File: config.mk
export PLATFORM = sky130hd
export DESIGN_NAME = spd_timing_decoder
export DESIGN_NICKNAME = d
export VERILOG_FILES = /design/src/rtl/spd_timing_decoder.sv
export SDC_FILE = /design/constraint.sdc
export NUM_CORES = 2
export LEC_CHECK = 0
export BUFFER_PORTS_ARGS = -buffer_cell sky130_fd_sc_hd__buf_2
export CORE_MARGIN = 1
export CORE_UTILIZATION = 25
export CTS_BUF_LIST = sky130_fd_sc_hd__clkbuf_4
export DETAILED_ROUTE_END_ITERATION = 8
export GPL_ROUTABILITY_DRIVEN = 0
export PLACE_DENSITY = 0.48
export SYNTH_ARGS = -nofsm -noshare
export SYNTH_HDL_FRONTEND = slang
export SYNTH_SLANG_ARGS = --single-unit
File: constraint.sdc
create_clock -name clk -period 48.1 [get_ports clk]
set_input_delay 14.43 -clock clk [delete_from_list [all_inputs] [get_ports clk]]
set_output_delay 14.43 -clock clk [all_outputs]
set_load 0.005 [all_outputs]
File: src/rtl/spd_timing_decoder.sv
module spd_timing_decoder #(
  parameter int CYC_W = 16
) (
  input  logic             clk,
  input  logic             rst_n,
  input  logic             in_valid,
  input  logic [7:0]       in_addr,
  input  logic [7:0]       in_data,
  output logic             cfg_valid,
  output logic             cfg_err,
  output logic [CYC_W-1:0] cas_lat,
  output logic [CYC_W-1:0] t_rcd,
  output logic [CYC_W-1:0] t_rp,
  output logic [CYC_W-1:0] t_ras,
  output logic [CYC_W-1:0] t_rc,
  output logic [CYC_W-1:0] t_rfc,
  output logic [CYC_W-1:0] t_rrd,
  output logic [CYC_W-1:0] t_wtr,
  output logic [CYC_W-1:0] t_rtp,
  output logic [CYC_W-1:0] t_faw,
  output logic [CYC_W-1:0] t_wr
);

  localparam int NBYTES = 30;
  localparam int IW     = $clog2(NBYTES);

  logic [7:0]  img_q [NBYTES];
  logic        pend_q, done_q;
  logic        cl_ok;
  logic [4:0]  cl_pick;
  logic [16:0] aa_cyc;
  logic        bad;

  wire         accept = in_valid && !pend_q && !done_q;
  wire  [7:0]  tck    = img_q[12];
  wire  [15:0] mask   = {img_q[15], img_q[14]};

  function automatic logic [16:0] cdiv(input logic [15:0] num, input logic [7:0] den);
    if (den == 8'd0) return 17'd0;
    return ({1'b0, num} + {9'd0, den} - 17'd1) / {9'd0, den};
  endfunction

  assign aa_cyc = cdiv({8'd0, img_q[16]}, tck);

  always_comb begin
    cl_ok   = 1'b0;
    cl_pick = '0;
    for (int n = 15; n >= 0; n--) begin
      if (mask[n] && (17'(n) + 17'd4 >= aa_cyc)) begin
        cl_ok   = 1'b1;
        cl_pick = 5'(n + 4);
      end
    end
  end

  assign bad = (img_q[2] != 8'h0B) || (img_q[3] != 8'h02) ||
               (img_q[10] == 8'd0) || (img_q[11] == 8'd0) ||
               (tck == 8'd0) || !cl_ok;

  always_ff @(posedge clk or negedge rst_n) begin
    if (!rst_n) begin
      for (int i = 0; i < NBYTES; i++) img_q[i] <= '0;
      pend_q    <= 1'b0;
      done_q    <= 1'b0;
      cfg_valid <= 1'b0;
      cfg_err   <= 1'b0;
      cas_lat   <= '0;
      t_rcd     <= '0;
      t_rp      <= '0;
      t_ras     <= '0;
      t_rc      <= '0;
      t_rfc     <= '0;
      t_rrd     <= '0;
      t_wtr     <= '0;
      t_rtp     <= '0;
      t_faw     <= '0;
      t_wr      <= '0;
    end else begin
      if (accept && in_addr < 8'(NBYTES))
        img_q[in_addr[IW-1:0]] <= in_data;
      pend_q <= accept && (in_addr == 8'(NBYTES - 1));
      if (pend_q) begin
        done_q <= 1'b1;
        if (bad) begin
          cfg_err <= 1'b1;
        end else begin
          cfg_valid <= 1'b1;
          cas_lat   <= CYC_W'(cl_pick);
          t_rcd     <= CYC_W'(cdiv({8'd0, img_q[18]}, tck));
          t_rp      <= CYC_W'(cdiv({8'd0, img_q[20]}, tck));
          t_ras     <= CYC_W'(cdiv({4'd0, img_q[21][3:0], img_q[22]}, tck));
          t_rc      <= CYC_W'(cdiv({4'd0, img_q[21][7:4], img_q[23]}, tck));
          t_rfc     <= CYC_W'(cdiv({img_q[25], img_q[24]}, tck));
          t_rrd     <= CYC_W'(cdiv({8'd0, img_q[19]}, tck));
          t_wtr     <= CYC_W'(cdiv({8'd0, img_q[26]}, tck));
          t_rtp     <= CYC_W'(cdiv({8'd0, img_q[27]}, tck));
          t_faw     <= CYC_W'(cdiv({4'd0, img_q[28][3:0], img_q[29]}, tck));
          t_wr      <= CYC_W'(cdiv({8'd0, img_q[17]}, tck));
        end
      end
    end
  end

  AST_ONE_OUTCOME: assert property (@(posedge clk) disable iff (!rst_n)
    !(cfg_valid && cfg_err));
  AST_HOLD_VALID: assert property (@(posedge clk) disable iff (!rst_n)
    cfg_valid |=> cfg_valid && $stable(cas_lat) && $stable(t_rfc) && $stable(t_faw));
  AST_HOLD_ERR: assert property (@(posedge clk) disable iff (!rst_n)
    cfg_err |=> cfg_err && !cfg_valid && $stable(t_rc));
  AST_FINISH_LAT: assert property (@(posedge clk) disable iff (!rst_n)
    $rose(cfg_valid || cfg_err) |-> $past(in_valid && in_addr == 8'd29, 2));
  AST_CL_SPAN: assert property (@(posedge clk) disable iff (!rst_n)
    cfg_valid |-> (cas_lat >= CYC_W'(4) && cas_lat <= CYC_W'(19)));
  AST_ERR_ZERO: assert property (@(posedge clk) disable iff (!rst_n)
    cfg_err |-> (cas_lat == '0 && t_rcd == '0 && t_rfc == '0));

endmodule

After elaboration in Yosys (flattened, before gate mapping) --
Cells that the tools add are included.
Cells by class: add/sub/neg operators 22, divide/modulo/power cells 11, magnitude comparators 19, equality and inequality tests 3, muxes and demuxes 50, bitwise logic cells 2, reduce and logical (&&, ||, !) cells 34
Operators by type and width (count):
- bitwise mux 240 bit | 1
- divider 17 x 8 -> 17 bit | 11
- 2-to-1 mux 16 bit | 10
- >= comparator 4 x 17 -> 1 bit (first input constant) | 8
- 2-to-1 mux 5 bit | 16
- subtractor 9 x 1 -> 10 bit (second input constant) | 7
- >= comparator 3 x 17 -> 1 bit (first input constant) | 4
- >= comparator 5 x 17 -> 1 bit (first input constant) | 4
- adder 8 x 8 -> 9 bit | 7
- subtractor 13 x 1 -> 14 bit (second input constant) | 3
- demux 8 bit (select 5 bit) | 1
- adder 12 x 8 -> 13 bit | 3
- 2-to-1 mux 17 bit | 2
- logical NOT 8 bit | 3
- logical AND 1 bit | 21
- 2-to-1 mux 1 bit | 19
- adder 16 x 8 -> 17 bit | 1
- subtractor 17 x 1 -> 17 bit (second input constant) | 1
- equality test 8 x 5 -> 1 bit (second input constant) | 1
- less-than comparator 8 x 5 -> 1 bit (second input constant) | 1
- 2-to-1 mux 8 bit | 1
- inequality test 8 x 2 -> 1 bit (second input constant) | 1
- inequality test 8 x 4 -> 1 bit (second input constant) | 1
- >= comparator 6 bit (second input constant) | 1
- 6 further kinds | 13
Word-level totals: flip-flop bits (word level) 409, output and inout bits 178

Depth between registers and ports, before layout --
depth after elaboration 27, depth in mapped cells 210, depth with buffers taken out 196

Worst setup path after synthesis --
Ideal clock, no wire load.
path type reg-to-reg, from register img_q (netlist bit tck[0]), to register t_rtp[0], library setup time 0.125 ns, data arrival time 43.150 ns, required time 47.975 ns, path slack 4.826 ns, cell stages (with the launch flop) 198, path buffers 13, period minus slack after synthesis 43.274 ns, path through dfrtp_1 > clkbuf_1 > buf_1 > inv_1 > ha_1 > inv_1 > ha_1 > fa_1 > a21o_1 > a21oi_1 > o21bai_1 > a21oi_1 > o21ai_0 > clkbuf_1 > ha_1 > nor3_1 > a21oi_1 > o21bai_1 > (+162 left out) > and3_1 > nand2_1 > nor3_1 > clkbuf_1 > nand2_1 > o21ai_0 > ha_1 > a21oi_1 > nor2b_1 > o21ai_0 > nand2b_1 > a21oi_1 > nor2b_1 > o21ai_0 > nand2b_1 > a2111oi_0 > o211ai_1 > mux2_2
On the way: cells in the longest elaborated chain, start to end 26, elaborated cells between the ends (all ways) 65, those cells by class add/sub (4); div (2); order compare (16); mux (21); bitwise (1); reduce/logical (21)
RTL lines:
- from (decl) | RTL line 27 | logic [7:0] img_q [NBYTES];
- from (signal, indexed assignment) | RTL line 80 | img_q[in_addr[IW-1:0]] <= in_data;
- adder 8 x 8 -> 9 bit | RTL line 40 | return ({1'b0, num} + {9'd0, den} - 17'd1) / {9'd0, den};
- subtractor 9 x 1 -> 10 bit | RTL line 40
- divider 17 x 8 -> 17 bit | RTL line 40
- 2-to-1 mux 17 bit | RTL line 40
- >= comparator 5 x 17 -> 1 bit | RTL line 49 | if (mask[n] && (17'(n) + 17'd4 >= aa_cyc)) begin
- logical AND 1 bit | RTL line 49
- 2-to-1 mux 1 bit (16 in series) | RTL line 49
- logical NOT 1 bit | RTL line 58 | (tck == 8'd0) || !cl_ok;
- logical OR 1 bit | RTL line 58
- NOT 1 bit (no line)
- AND reduction 2 bit (no line)
- to (signal assigned) | RTL line 96 | t_rtp <= CYC_W'(cdiv({8'd0, img_q[27]}, tck));
- to (decl) | RTL line 19 | output logic [CYC_W-1:0] t_rtp,
Several ways; a longest one is shown, not always the timed one. The select of a mux whose other input is x is not followed. A chain may end at the register's enable or synchronous reset.

Worst setup path after layout --
from register img_q (netlist bit tck[1]), to register t_rc[0]
On the way: cells in the longest elaborated chain, start to end 26, elaborated cells between the ends (all ways) 65, those cells by class add/sub (4); div (2); order compare (16); mux (21); bitwise (1); reduce/logical (21)
RTL lines:
- adder 8 x 8 -> 9 bit | RTL line 40
- subtractor 9 x 1 -> 10 bit | RTL line 40
- divider 17 x 8 -> 17 bit | RTL line 40
- 2-to-1 mux 17 bit | RTL line 40
- >= comparator 5 x 17 -> 1 bit | RTL line 49
- logical AND 1 bit | RTL line 49
- 2-to-1 mux 1 bit (16 in series) | RTL line 49
- logical NOT 1 bit | RTL line 58
- logical OR 1 bit | RTL line 58
- NOT 1 bit (no line)
- AND reduction 2 bit (no line)
- to (signal assigned) | RTL line 92 | t_rc <= CYC_W'(cdiv({4'd0, img_q[21][7:4], img_q[23]}, tck));
- to (decl) | RTL line 15 | output logic [CYC_W-1:0] t_rc,
Several ways; a longest one is shown, not always the timed one. The select of a mux whose other input is x is not followed.

==> out/metrics.csv <==
stage,metric,value,unit
timing,timing.final.max_slew_violations,0,
floorplanning,std_cell_rows,206,
drt,detail_route.iter0.violations,4627,
timing,finalHoldViolations,0,
clock_network,cts-buffers-inserted,114,
grt,grt_overflow_total,0,
synth,ys.warnings.count,0,
drt,drt-wirelength-per-cell,17.6,um
timing,final.setup.tns,0,ps
grt,grt.total_usage,16.2,%
setup_path,cp_max_fo,62,
run_status,status,"complete, no violations",
drt,route.detailed.drc,0,
synth,async_reset_ff_share,100,%
cells_and_area,final_util,27.7,%
timing,unrepaired_setup_endpoints_after_global_routing,no,
timing,timing.fmax,0.0226,GHz
synth,synth_sequential_area_ratio,10.5,%
cells_and_area,layout.cells.most_common_list,"ha_1, nand2_1, nor2_1, nor3_1, o21a_1",
synth,postSynthAreaPerCell,7.46,um^2
drt,pre_antenna_drt_iters,6,
clock_network,worstSkewPairLatency,1210,ps
setup_path,largest_stage_delay_worst_path,800,ps
floorplanning,die_width,567,um
floorplanning,die_area,321000,um^2
grt,antenna_violations_before_repair,22,
setup_path,end_kind,register,
setup_path,timing_worst_setup_path_type,register to register,
grt,vias_in_the_first_global_route,74300,
timing,layout_min_cycle_time,44340,ps
timing,worst_pin_slew,1190,ps
synth,synth_xor_xnor_area_share,3.76,%
timing,setup_viol,0,
synth,synth-adder-area-share,22.6,%
drt,routed-via-count,78500,
clock_network,tritoncts,built,
grt,maximum_number_of_pins_on_one_net_before_global_route_repair,159,
timing,final_clock_period_utilization_by_the_worst_path,92.2,%
synth,netlist_area,79700,um^2
synth,yosys-mux-area-fraction,6.70,%
setup_path,start_kind,register,
setup_path,critical_path.most_common_cell,o21a_1,
clock_network,cts_htree_levels,3,
place,hpwlAfterDp,207000,um
timing,maxSlewHeadroom,19.5,%
clock_network,clock_root_buffer,clkbuf_4,
clock_network,ctsHoldBuffers,0,
cells_and_area,nets,12300,
setup_path,standard_cell_with_the_maximum_stage_delay_on_the_critical_path,o311ai_1,
synth,synth_compound_gate_area_share,29.2,%
worst_hold_path,worst_hold_path_type,register to register,
grt,first_pass_grt_wire_length,422000,um
synth,post_synth_and_or_nand_nor_area_fraction,22.9,%
synth,synth_edf_count,0,
floorplanning,dieHeight,567,um
place,buffer_ports.inserted,185,
setup_path,arrival,45360,ps
floorplanning,io_pins,197,
floorplanning,start_util,25.2,%
clock_network,cts_buffer_depth,3,
job,drv.max_cap_violation_count,0,
synth,ys_dominant_reg_cell,dfrtp_1,
synth,ys_types,133,
cells_and_area,layout_commonest_cell,ha_1,
synth,syn-instance-count,10700,
synth,main_combinational_cell_family_by_area_after_synthesis,compound AO/OA/AOI/OAI gates,
setup_path,required_time_at_the_worst_slack_endpoint,49110,ps
synth,synth-seq-cells,333,
drt,route.antenna.remaining_nets,0,
drt,post_drt_via_cell_ratio,5.19,
cells_and_area,layout_stage_area_growth_over_the_synthesis_result,9.85,%
clock_network,clk_pin_slew,90,ps
floorplanning,core_region_area,316000,um^2
clock_network,clock_net_sink_count,333,
cells_and_area,drive_above_1_share,10.1,%
drt,final_wirelength,267000,um
timing,skew,116,ps
-- stage by stage --
| step | worst slack [ps] | area (um^2) | cells | hold slack (ps) |
|---|---|---|---|---|
| after floorplan | 4830 | 79700 | 10700 | 427 |
| after global placement | 3240 | 86100 | 14900 | 442 |
| after detailed placement | 3400 | 86100 | 14900 | 444 |
| after CTS | 3150 | 87500 | 15100 | 459 |
| after global routing | 31.9 | 87500 | 15100 | 482 |
| final | 3760 | 87600 | 15100 | 459 |
-- critical path, delay by kind of cell, from the launching register on --
kind            cells  cell delay (ps)
mux                 5             1610
flops               1              510
buf+inv             8             1850
compound gates    111            25340
fa+ha+maj          20             5680
simple gates       34             8900
-- kinds of logic after synthesis --
group                    Yosys count
AND/OR/NAND/NOR                 3792
buffers and inverters            886
other                              1
multiplexers                     487
adder cells (fa/ha/maj)         1435
AO/OA/AOI/OAI                   3403
XOR/XNOR                         341
flip-flops                       333
-- registers in the layout (all words and copies together), names as in the netlist --
signal / flops
pend_q: 1
t_rfc: 16
img_q: 156
t_rp: 16
done_q: 1
t_rcd: 16
t_wr: 16
tck: 8
t_rrd: 16
cfg_valid: 1
t_ras: 16
t_rc: 16
cfg_err: 1
t_faw: 16
t_rtp: 16
cas_lat: 5
t_wtr: 16
-- area by class of cell --
| class | count | area [um^2] |
|---|---|---|
| inverters | 629 | 2420 |
| fillers | 34800 | 228000 |
| diodes | 12 | 30.0 |
| flip-flops and latches | 333 | 8340 |
| clock inverters | 57 | 333 |
| well taps | 4160 | 5200 |
| multi-input cells | 9469 | 68100 |
| clock buffers | 148 | 1110 |
| repair buffers | 321 | 2030 |
-- final timing paths --
path / startpoint / slack (ps) / end / cells past startpoint
setup reg to reg: tck[1]$_DFFE_PN0P_ / 3760 / t_rc[0]$_DFFE_PN0P_ / 178
hold / removal: cfg_valid$_DFFE_PN0P_ / 460 / cfg_valid$_DFFE_PN0P_ / 1
min in group asynchronous: rst_n / 13200 / t_ras[1]$_DFFE_PN0P_ / 1
hold reg to reg: cfg_valid$_DFFE_PN0P_ / 460 / cfg_valid$_DFFE_PN0P_ / 1
max in group asynchronous: rst_n / 32360 / img_q[104]$_DFFE_PN0P_ / 4
setup / recovery: tck[1]$_DFFE_PN0P_ / 3760 / t_rc[0]$_DFFE_PN0P_ / 178
-- timing repair --
item,CTS,global route
resized for setup,0,7
setup buffers,0,0
setup endpoints to repair,0,1
-- synth_stat cells (178+ instances only) --
master / number / share of area, %
mux2_2: 354 / 5.0
inv_1: 623 / 2.9
xnor2_1: 235 / 2.6
a21o_1: 206 / 1.9
ha_1: 1417 / 22
nor2_1: 872 / 4.1
dfrtp_1: 333 / 10
o21ai_0: 617 / 3.9
o31ai_1: 261 / 2.5
clkbuf_1: 178 / 0.84
nor3_1: 825 / 5.2
o21a_1: 812 / 7.6
a21oi_1: 479 / 3.0
nand2_1: 1026 / 4.8
-- per-layer routing --
metal,wire length [um],global-route usage (%)
met5,12,0
met1,134000,22.7
met3,9360,1.68
met2,116000,26.3
met4,6720,3.89
Power is left out: the tool's default activity adds up to more than one toggle a clock period on the data nets, which glitch-free logic cannot reach.
